===== config.mk =====
export PLATFORM = sky130hd
export DESIGN_NAME = fr_alu_stage
export DESIGN_NICKNAME = d
export VERILOG_FILES = /design/src/rtl/fra_pkg.sv /design/src/rtl/fr_decode.sv /design/src/rtl/fr_exec.sv /design/src/rtl/fr_state.sv /design/src/rtl/fr_alu_stage.sv
export SDC_FILE = /design/constraint.sdc
export NUM_CORES = 1
export LEC_CHECK = 0
export BUFFER_PORTS_ARGS = -buffer_cell sky130_fd_sc_hd__buf_2
export CAP_MARGIN = 20
export CELL_PAD_IN_SITES_DETAIL_PLACEMENT = 0
export CELL_PAD_IN_SITES_GLOBAL_PLACEMENT = 1
export CORE_MARGIN = 4
export CORE_UTILIZATION = 40
export DETAILED_ROUTE_END_ITERATION = 12
export PLACE_DENSITY = 0.8
export SLEW_MARGIN = 5
export SYNTH_ARGS = -nofsm -noshare
export SYNTH_HDL_FRONTEND = slang
export SYNTH_SLANG_ARGS = --single-unit
export TNS_END_PERCENT = 20

===== constraint.sdc =====
create_clock -name clk -period 15.6 [get_ports clk]
set_clock_uncertainty 0.1 [all_clocks]
set_input_delay 2.34 -clock clk [delete_from_list [all_inputs] [get_ports clk]]
set_output_delay 2.34 -clock clk [all_outputs]
set_load 0.03 [all_outputs]

===== src/rtl/fra_pkg.sv =====
package fra_pkg;

    localparam logic [5:0] OPC_IDLE    = 6'h00;
    localparam logic [5:0] OPC_KICKWD  = 6'h01;
    localparam logic [5:0] OPC_ZEROW   = 6'h02;
    localparam logic [5:0] OPC_ADDF    = 6'h06;
    localparam logic [5:0] OPC_ANDF    = 6'h07;
    localparam logic [5:0] OPC_NOTF    = 6'h08;
    localparam logic [5:0] OPC_DECSKZ  = 6'h0A;
    localparam logic [5:0] OPC_INCF    = 6'h0B;
    localparam logic [5:0] OPC_INCSKZ  = 6'h0C;
    localparam logic [5:0] OPC_ORF     = 6'h0D;
    localparam logic [5:0] OPC_ROLF    = 6'h0E;
    localparam logic [5:0] OPC_RORF    = 6'h0F;
    localparam logic [5:0] OPC_SUBF    = 6'h10;
    localparam logic [5:0] OPC_XORF    = 6'h11;
    localparam logic [5:0] OPC_BITCLR  = 6'h12;
    localparam logic [5:0] OPC_BITSET  = 6'h13;
    localparam logic [5:0] OPC_SKIPCLR = 6'h14;
    localparam logic [5:0] OPC_SKIPSET = 6'h15;
    localparam logic [5:0] OPC_ANDK    = 6'h16;
    localparam logic [5:0] OPC_ORK     = 6'h19;
    localparam logic [5:0] OPC_LDK     = 6'h1A;
    localparam logic [5:0] OPC_RETK    = 6'h1B;
    localparam logic [5:0] OPC_XORK    = 6'h1C;
    localparam logic [5:0] OPC_ZEROF   = 6'h1D;
    localparam logic [5:0] OPC_LDWF    = 6'h1E;
    localparam logic [5:0] OPC_STWF    = 6'h1F;
    localparam logic [5:0] OPC_SWAPF   = 6'h21;
    localparam logic [5:0] OPC_SWAPW   = 6'h22;

    typedef enum logic [2:0] {
        FMT_NONE,
        FMT_FD,
        FMT_FB,
        FMT_LIT,
        FMT_FO
    } fmt_e;

    typedef enum logic [3:0] {
        ALU_ZERO,
        ALU_ADD,
        ALU_SUB,
        ALU_AND,
        ALU_OR,
        ALU_XOR,
        ALU_NOT,
        ALU_INC,
        ALU_DEC,
        ALU_ROL,
        ALU_ROR,
        ALU_BCLR,
        ALU_BSET,
        ALU_PASSB,
        ALU_PASSW,
        ALU_SWAP
    } alu_e;

    typedef enum logic [1:0] {
        SK_NONE,
        SK_ZERO,
        SK_BITCLR,
        SK_BITSET
    } skip_e;

    typedef struct packed {
        alu_e  alu;
        logic  use_k;
        logic  to_file;
        logic  to_w;
        logic  upd_z;
        logic  upd_c;
        skip_e skip;
        logic  ret;
        logic  wdt;
    } ctrl_t;

    function automatic ctrl_t ctrl_idle();
        ctrl_t r;
        r.alu     = ALU_ZERO;
        r.use_k   = 1'b0;
        r.to_file = 1'b0;
        r.to_w    = 1'b0;
        r.upd_z   = 1'b0;
        r.upd_c   = 1'b0;
        r.skip    = SK_NONE;
        r.ret     = 1'b0;
        r.wdt     = 1'b0;
        return r;
    endfunction

    function automatic ctrl_t fd_ctrl(alu_e a, logic d, logic z, logic c, skip_e s);
        ctrl_t r;
        r         = ctrl_idle();
        r.alu     = a;
        r.to_file = d;
        r.to_w    = ~d;
        r.upd_z   = z;
        r.upd_c   = c;
        r.skip    = s;
        return r;
    endfunction

    function automatic ctrl_t w_ctrl(alu_e a, logic use_k, logic z);
        ctrl_t r;
        r       = ctrl_idle();
        r.alu   = a;
        r.use_k = use_k;
        r.to_w  = 1'b1;
        r.upd_z = z;
        return r;
    endfunction

endpackage


===== src/rtl/fr_decode.sv =====
module fr_decode
    import fra_pkg::*;
#(
    parameter int OPC_W  = 6,
    parameter int DATA_W = 16,
    parameter int ADDR_W = 7,
    localparam int IDX_W   = $clog2(DATA_W),
    localparam int INSTR_W = OPC_W + DATA_W
) (
    input  logic [INSTR_W-1:0] instr,
    output ctrl_t              ctl,
    output logic [ADDR_W-1:0]  addr,
    output logic [DATA_W-1:0]  operand
);

    logic [OPC_W-1:0] opc;
    logic             dsel;
    fmt_e             fmt;

    assign opc     = instr[INSTR_W-1:DATA_W];
    assign operand = instr[DATA_W-1:0];
    assign dsel    = operand[0];

    always_comb begin
        ctl = ctrl_idle();
        fmt = FMT_NONE;
        case (opc)
            OPC_KICKWD:  ctl.wdt = 1'b1;
            OPC_ZEROW:   ctl = w_ctrl(ALU_ZERO, 1'b0, 1'b1);
            OPC_ADDF:    begin fmt = FMT_FD; ctl = fd_ctrl(ALU_ADD, dsel, 1'b1, 1'b1, SK_NONE); end
            OPC_ANDF:    begin fmt = FMT_FD; ctl = fd_ctrl(ALU_AND, dsel, 1'b1, 1'b0, SK_NONE); end
            OPC_NOTF:    begin fmt = FMT_FD; ctl = fd_ctrl(ALU_NOT, dsel, 1'b1, 1'b0, SK_NONE); end
            OPC_DECSKZ:  begin fmt = FMT_FD; ctl = fd_ctrl(ALU_DEC, dsel, 1'b0, 1'b0, SK_ZERO); end
            OPC_INCF:    begin fmt = FMT_FD; ctl = fd_ctrl(ALU_INC, dsel, 1'b1, 1'b0, SK_NONE); end
            OPC_INCSKZ:  begin fmt = FMT_FD; ctl = fd_ctrl(ALU_INC, dsel, 1'b0, 1'b0, SK_ZERO); end
            OPC_ORF:     begin fmt = FMT_FD; ctl = fd_ctrl(ALU_OR,  dsel, 1'b1, 1'b0, SK_NONE); end
            OPC_ROLF:    begin fmt = FMT_FD; ctl = fd_ctrl(ALU_ROL, dsel, 1'b0, 1'b1, SK_NONE); end
            OPC_RORF:    begin fmt = FMT_FD; ctl = fd_ctrl(ALU_ROR, dsel, 1'b0, 1'b1, SK_NONE); end
            OPC_SUBF:    begin fmt = FMT_FD; ctl = fd_ctrl(ALU_SUB, dsel, 1'b1, 1'b1, SK_NONE); end
            OPC_XORF:    begin fmt = FMT_FD; ctl = fd_ctrl(ALU_XOR, dsel, 1'b1, 1'b0, SK_NONE); end
            OPC_BITCLR:  begin fmt = FMT_FB; ctl = fd_ctrl(ALU_BCLR, 1'b1, 1'b0, 1'b0, SK_NONE); end
            OPC_BITSET:  begin fmt = FMT_FB; ctl = fd_ctrl(ALU_BSET, 1'b1, 1'b0, 1'b0, SK_NONE); end
            OPC_SKIPCLR: begin fmt = FMT_FB; ctl.skip = SK_BITCLR; end
            OPC_SKIPSET: begin fmt = FMT_FB; ctl.skip = SK_BITSET; end
            OPC_ANDK:    begin fmt = FMT_LIT; ctl = w_ctrl(ALU_AND,   1'b1, 1'b1); end
            OPC_ORK:     begin fmt = FMT_LIT; ctl = w_ctrl(ALU_OR,    1'b1, 1'b1); end
            OPC_XORK:    begin fmt = FMT_LIT; ctl = w_ctrl(ALU_XOR,   1'b1, 1'b1); end
            OPC_LDK:     begin fmt = FMT_LIT; ctl = w_ctrl(ALU_PASSB, 1'b1, 1'b0); end
            OPC_RETK:    begin
                fmt     = FMT_LIT;
                ctl     = w_ctrl(ALU_PASSB, 1'b1, 1'b0);
                ctl.ret = 1'b1;
            end
            OPC_ZEROF:   begin fmt = FMT_FO; ctl = fd_ctrl(ALU_ZERO, 1'b1, 1'b1, 1'b0, SK_NONE); end
            OPC_LDWF:    begin fmt = FMT_FO; ctl = w_ctrl(ALU_PASSB, 1'b0, 1'b1); end
            OPC_STWF:    begin fmt = FMT_FO; ctl = fd_ctrl(ALU_PASSW, 1'b1, 1'b0, 1'b0, SK_NONE); end
            OPC_SWAPF:   begin fmt = FMT_FO; ctl = fd_ctrl(ALU_SWAP, 1'b1, 1'b0, 1'b0, SK_NONE); end
            OPC_SWAPW:   begin fmt = FMT_FO; ctl = w_ctrl(ALU_SWAP, 1'b0, 1'b0); end
            default:     begin ctl = ctrl_idle(); fmt = FMT_NONE; end
        endcase
    end

    always_comb begin
        case (fmt)
            FMT_FD:  addr = operand[ADDR_W:1];
            FMT_FB:  addr = operand[IDX_W+ADDR_W-1:IDX_W];
            FMT_FO:  addr = operand[ADDR_W-1:0];
            default: addr = '0;
        endcase
    end

endmodule


===== src/rtl/fr_exec.sv =====
module fr_exec
    import fra_pkg::*;
#(
    parameter int DATA_W = 16,
    localparam int IDX_W = $clog2(DATA_W),
    localparam int HALF  = DATA_W / 2
) (
    input  alu_e              alu,
    input  logic              use_k,
    input  skip_e             skip_kind,
    input  logic [DATA_W-1:0] w,
    input  logic [DATA_W-1:0] f,
    input  logic [DATA_W-1:0] k,
    input  logic [IDX_W-1:0]  idx,
    input  logic              c_in,
    output logic [DATA_W-1:0] res,
    output logic              c_out,
    output logic              z_out,
    output logic              skip_hit
);

    logic [DATA_W-1:0] b_src;
    logic [DATA_W-1:0] mask;
    logic [DATA_W-1:0] swapped;
    logic [DATA_W:0]   sum;
    logic [DATA_W:0]   dif;

    generate
        if (DATA_W % 2 == 0) begin : g_swap_even
            assign swapped = {f[HALF-1:0], f[DATA_W-1:HALF]};
        end else begin : g_swap_odd
            assign swapped = f;
        end
    endgenerate

    assign b_src = use_k ? k : f;
    assign mask  = {{(DATA_W-1){1'b0}}, 1'b1} << idx;
    assign sum   = {1'b0, w} + {1'b0, f};
    assign dif   = {1'b0, f} - {1'b0, w};

    always_comb begin
        res   = '0;
        c_out = c_in;
        case (alu)
            ALU_ADD:   begin res = sum[DATA_W-1:0]; c_out = sum[DATA_W]; end
            ALU_SUB:   begin res = dif[DATA_W-1:0]; c_out = ~dif[DATA_W]; end
            ALU_AND:   res = w & b_src;
            ALU_OR:    res = w | b_src;
            ALU_XOR:   res = w ^ b_src;
            ALU_NOT:   res = ~f;
            ALU_INC:   res = f + 1'b1;
            ALU_DEC:   res = f - 1'b1;
            ALU_ROL:   begin res = {f[DATA_W-2:0], c_in}; c_out = f[DATA_W-1]; end
            ALU_ROR:   begin res = {c_in, f[DATA_W-1:1]}; c_out = f[0]; end
            ALU_BCLR:  res = f & ~mask;
            ALU_BSET:  res = f | mask;
            ALU_PASSB: res = b_src;
            ALU_PASSW: res = w;
            ALU_SWAP:  res = swapped;
            default:   res = '0;
        endcase
    end

    assign z_out = (res == '0);

    always_comb begin
        case (skip_kind)
            SK_ZERO:   skip_hit = z_out;
            SK_BITCLR: skip_hit = ~f[idx];
            SK_BITSET: skip_hit = f[idx];
            default:   skip_hit = 1'b0;
        endcase
    end

endmodule


===== src/rtl/fr_state.sv =====
module fr_state #(
    parameter int DATA_W = 16
) (
    input  logic              clk,
    input  logic              rst,
    input  logic              w_en,
    input  logic [DATA_W-1:0] w_d,
    input  logic              z_en,
    input  logic              z_d,
    input  logic              c_en,
    input  logic              c_d,
    output logic [DATA_W-1:0] w_q,
    output logic              z_q,
    output logic              c_q
);

    always_ff @(posedge clk) begin
        if (rst) begin
            w_q <= '0;
            z_q <= 1'b0;
            c_q <= 1'b0;
        end else begin
            if (w_en) w_q <= w_d;
            if (z_en) z_q <= z_d;
            if (c_en) c_q <= c_d;
        end
    end

    AST_RESET_CLEARS: assert property (@(posedge clk)
        rst |=> (w_q == '0) && !z_q && !c_q);

endmodule


===== src/rtl/fr_alu_stage.sv =====
module fr_alu_stage
    import fra_pkg::*;
#(
    parameter int OPC_W  = 6,
    parameter int DATA_W = 16,
    parameter int ADDR_W = 7,
    localparam int IDX_W   = $clog2(DATA_W),
    localparam int INSTR_W = OPC_W + DATA_W
) (
    input  logic               clk,
    input  logic               rst,
    input  logic               instr_valid,
    input  logic [INSTR_W-1:0] instr,
    input  logic [DATA_W-1:0]  file_rdata,
    output logic [ADDR_W-1:0]  file_addr,
    output logic               file_we,
    output logic [DATA_W-1:0]  file_wdata,
    output logic               skip_next,
    output logic               ret_valid,
    output logic [DATA_W-1:0]  ret_literal,
    output logic               wdt_clear,
    output logic [DATA_W-1:0]  w_q,
    output logic               flag_z,
    output logic               flag_c
);

    ctrl_t             ctl;
    logic [DATA_W-1:0] operand;
    logic [DATA_W-1:0] result;
    logic              c_next;
    logic              z_next;
    logic              skip_hit;
    logic [OPC_W-1:0]  opc;

    assign opc = instr[INSTR_W-1:DATA_W];

    fr_decode #(
        .OPC_W  (OPC_W),
        .DATA_W (DATA_W),
        .ADDR_W (ADDR_W)
    ) u_decode (
        .instr   (instr),
        .ctl     (ctl),
        .addr    (file_addr),
        .operand (operand)
    );

    fr_exec #(
        .DATA_W (DATA_W)
    ) u_exec (
        .alu       (ctl.alu),
        .use_k     (ctl.use_k),
        .skip_kind (ctl.skip),
        .w         (w_q),
        .f         (file_rdata),
        .k         (operand),
        .idx       (operand[IDX_W-1:0]),
        .c_in      (flag_c),
        .res       (result),
        .c_out     (c_next),
        .z_out     (z_next),
        .skip_hit  (skip_hit)
    );

    fr_state #(
        .DATA_W (DATA_W)
    ) u_state (
        .clk  (clk),
        .rst  (rst),
        .w_en (instr_valid & ctl.to_w),
        .w_d  (result),
        .z_en (instr_valid & ctl.upd_z),
        .z_d  (z_next),
        .c_en (instr_valid & ctl.upd_c),
        .c_d  (c_next),
        .w_q  (w_q),
        .z_q  (flag_z),
        .c_q  (flag_c)
    );

    assign file_we     = instr_valid & ctl.to_file;
    assign file_wdata  = result;
    assign skip_next   = instr_valid & skip_hit;
    assign ret_valid   = instr_valid & ctl.ret;
    assign ret_literal = operand;
    assign wdt_clear   = instr_valid & ctl.wdt;

    AST_IDLE_QUIET: assert property (@(posedge clk) disable iff (rst)
        !instr_valid |-> !file_we && !skip_next && !ret_valid && !wdt_clear);

    AST_IDLE_HOLDS: assert property (@(posedge clk) disable iff (rst)
        !instr_valid |=> $stable(w_q) && $stable(flag_z) && $stable(flag_c));

    AST_FILE_WRITE_KEEPS_W: assert property (@(posedge clk) disable iff (rst)
        instr_valid && file_we |=> $stable(w_q));

    AST_SKIP_SOURCE: assert property (@(posedge clk) disable iff (rst)
        skip_next |-> (opc == OPC_DECSKZ) || (opc == OPC_INCSKZ) ||
                      (opc == OPC_SKIPCLR) || (opc == OPC_SKIPSET));

    AST_ROL_CARRY: assert property (@(posedge clk) disable iff (rst)
        instr_valid && (opc == OPC_ROLF) |=> flag_c == $past(file_rdata[DATA_W-1]));

    AST_BITOP_ONE_BIT: assert property (@(posedge clk) disable iff (rst)
        instr_valid && ((opc == OPC_BITCLR) || (opc == OPC_BITSET)) |->
            file_we && ($countones(file_wdata ^ file_rdata) <= 1));

    AST_CLEARF_ZERO: assert property (@(posedge clk) disable iff (rst)
        instr_valid && (opc == OPC_ZEROF) |-> file_we && (file_wdata == '0));

endmodule


==> metrics.md <==
| Metric | Value |
|---|---|
| Outcome | finished clean |
| EDFF count, synth | 0 |
| Maximum VDD drop | 35.6 µV |
| CP Launch Point | instr[19] |
| Seq pwr share | 17.4% |
| Top delay family on crit path | simple AND/OR/NAND/NOR gates |
| Switching pwr | 0.142 mW |
| Synth cell count leaders | 78 x ha_1, 77 x nor2_1, 71 x inv_1, 57 x nand2_1, 54 x a21oi_1 |
| R2r worst-path depth | 12 |
| Endpoints failing setup | 0 |
| Synthesized flop and latch total | 18 |
| CTS root buf | clkbuf_16 |
| Die ar. | 18000 µm² |
| RR Endpoint | u_state.z_q$_SDFFE_PP0P_ |
| Largest area contributor in the netlist | ha_1 |
| Synth Area per Inst | 7.14 µm² |
| Initial core utilization | 41.4% |
| Vias after detailed routing | 7610 |
| Crit Path Class | in -> out |
| Slew Viols, Final | 0 |
| Startpoint types | primary input |
| RSZ-0062 raised after global routing | false |
| Pwr dens | 40.6 nW/µm² |
| FMAX | 99.0 MHz |
| Area fraction in compound gates after synthesis | 34.8% |
| Reg2Reg Setup Slack | 11.15 ns |
| Hold-fix buffers, CTS | 0 |
| Crit path DAT | 7.67 ns |
| Setup WS post-layout | 5.49 ns |
| RR Startpoint | u_state.w_q[7]$_SDFFE_PP0P_ |
| Period Utilization, post-route | 64.8% |
| CP Capture Type | primary output |
| CTS tree | built |
| Area grow syn2layout | 9.47% |
| Placer Congestion | 0.970 |
| Place WS | 5.64 ns |
| Worst path slowest cell | a41oi_4 |
| Synth top area share | 15.3% |
| Clock power frac | 22.9% |
| Tot GR Track Use | 28.6% |
| Synth area leaders | ha_1 15%, dfxtp_1 5.6%, mux2i_1 5.2%, nor2_1 4.5%, a21oi_1 4.2% |
| Crit-path max FO | 32 |
| Register area share after synthesis | 5.65% |
| Synth Flop Type | dfxtp_1 |
| ANT cells | 0 |
| Delay of the slowest cell on the worst path | 0.73 ns |
| Sw frac | 50.0% |
| Global route overflow | 0 |
| Critical Path RT | 13.16 ns |
| Fin Setup TNS | 0 ns |
| Period minus WS final | 10.11 ns |
| Post-placement cell count | 1142 |
| Hold WS | 0.449 ns |
| Combinational fraction of design power | 59.7% |
| Combinational family with the most area after synthesis | compound AO/OA/AOI/OAI gates |
| Die Height | 134 µm |
| Worst min-delay path category | reg -> reg |
| Multiplexer area fraction after synthesis | 8.06% |
| Drt total wl | 26600 µm |
| Synth unique cells | 86 |
| Asr flop ratio synth | 0% |
| Chip width | 134 µm |
| Worst-Skew Late Latency | 0.27 ns |
| Crit path buf inv count | 3 |
| Maxcap violations | 0 |
| Drt via density | 6.63 |
| H-tree Lvls | 1 |
| Most frequent cell after synthesis | ha_1 |
| Largest net degree at the start of global routing | 34 |
| Critical Path Stages | 15 |
| Max Root-Sink Buffers | 2 |
| Routed Antenna Nets | 0 |
| Drt drc | 0 |
| First-pass iteration count of the detailed router | 6 |
| WL/cell | 23.2 µm |
| Fin. Hold Viols | 0 |
| Final #Nets | 1059 |
| Vias in the first global route | 6925 |
| Slew headroom | 30.0% |
| Cell Int Power | 0.142 mW |
| Critical path destination | skip_next |
| DR iter-0 viols | 1166 |
| First-pass GRT wire length | 41000 µm |
| Area share of fa/ha/maj cells after synthesis | 16.2% |
| Post-cts resize count | 0 |
| Synthesized area | 6380 µm² |
| CTS Buf Count | 3 |
| Post-Syn Instances | 893 |
| Core Area | 15400 µm² |
| Syn Nets | 1015 |
| Post-Synth XOR/XNOR Area | 2.61% |
| Pleak | 2.94 nW |
| Detailed Place HPWL | 19900 µm |
| Non-Filler Instances | 1147 |
| Slew @ Worst Pin | 1.04 ns |
| Clk slew on worst S/H paths | 0.06 ns |
| Ys Warns | 0 |
| Io pins | 102 |
| Post-CTS Setup Inserts | 0 |
| Share of cells above drive strength 1 | 15.7% |
| PortBufs | 101 |
| Clock Sinks | 18 |
| Rows | 45 |
| CP Cell Sequence | buf_2 -> or4bb_1 -> a41oi_4 -> mux2_2 -> inv_1 -> ha_1 -> o22ai_1 -> a2111oi_0 -> nand4_1 -> nor2_1 -> nand4_1 -> or4_1 -> or4_1 -> o41ai_2 -> buf_2 |
| Antenna violations before repair | 0 |
| Post-Synth Simple-Gate Area | 22.9% |
| Hold Path Depth | 2 |
## registers in the layout, summed over array words and instances, names as in the netlist
register / flops
u_state.c_q: 1
u_state.w_q: 16
u_state.z_q: 1
## placed cells by master, fill, tap and decap left out, types with 9 or more instances in the layout
master     count
nand3_1       19
nand4_1       12
a22oi_1       17
nor2b_1       10
mux2i_1       33
o31ai_1       11
a21o_1        13
buf_4         10
inv_1         71
or3_1          9
dfxtp_1       18
nand2_1       57
o21ai_0       46
a222oi_1      14
or4_1          9
nand2b_1      19
ha_1          78
a211oi_1      16
a21oi_1       54
nor2_1        76
a2111oi_0      9
nor3_1        24
o21a_1         9
buf_2        101
o2111ai_1     11
xnor2_1       10
xor2_1         9
## worst register-to-register path, stage by stage (launching register included)
cell and delay, ns:
dfxtp_1 0.56, inv_1 0.23, ha_1 0.43, nor4_1 0.35
o21ai_0 0.20, a211oi_1 0.66, o41ai_1 0.29, nand3_1 0.13
nand4_1 0.10, a21oi_1 0.42, inv_1 0.18, or4_1 0.50
o31ai_1 0.20
## final cells by class
cell class | count | area, µm²
Inverter | 72 | 270
Multi-Input combinational cell | 730 | 5420
Tap cell | 211 | 264
Fill cell | 1625 | 8440
Clock buffer | 4 | 88.8
Sequential cell | 18 | 360
Timing Repair Buffer | 112 | 586
## stage by stage
| step | instance area (µm²) | power [mW] | util [%] |
|---|---|---|---|
| floorplan | 6380 | 0.165 | - |
| global placement | 6890 | 0.215 | 44.7 |
| detailed placement | 6890 | 0.215 | 44.7 |
| CTS | 6980 | 0.279 | 45.2 |
| global route | 6980 | 0.299 | 45.3 |
| finish | 6980 | 0.283 | 45.3 |
## worst min path at each step
stage | from | endpoint | slack [ns]
detailed placement | u_state.z_q$_SDFFE_PP0P_ | u_state.z_q$_SDFFE_PP0P_ | 0.43
global route | u_state.z_q$_SDFFE_PP0P_ | u_state.z_q$_SDFFE_PP0P_ | 0.47
CTS | u_state.z_q$_SDFFE_PP0P_ | u_state.z_q$_SDFFE_PP0P_ | 0.45
finish | u_state.z_q$_SDFFE_PP0P_ | u_state.z_q$_SDFFE_PP0P_ | 0.45
floorplan | u_state.z_q$_SDFFE_PP0P_ | u_state.z_q$_SDFFE_PP0P_ | 0.51
global placement | u_state.z_q$_SDFFE_PP0P_ | u_state.z_q$_SDFFE_PP0P_ | 0.43
## routing by layer
layer,track usage [%],vias to the layer above,part of all wire (%)
li1,-,3485,-
met1,40.1,3579,42
met2,44.4,484,43
met3,4.73,62,11
met4,9.50,0,3.5
met5,0,-,0
## power by group through the flow
stage | clock network [mW] | registers (mW) | logic, mW
floorplan | 0 | 0.0511 | 0.113
finish | 0.0648 | 0.0492 | 0.169
detailed placement | 0 | 0.0501 | 0.165
CTS | 0.0639 | 0.0491 | 0.166
global route | 0.0670 | 0.0493 | 0.183
global placement | 0 | 0.0502 | 0.165
## cells by family (layout without fill, tap and decap cells)
logic type | after synthesis | in the layout
compound gates | 304 | 304
mux | 44 | 44
buf+inv | 145 | 188
simple gates | 282 | 282
fa+ha+maj | 81 | 81
xor+xnor | 19 | 19
flops | 18 | 18
(Power assumes the default switching activity.)
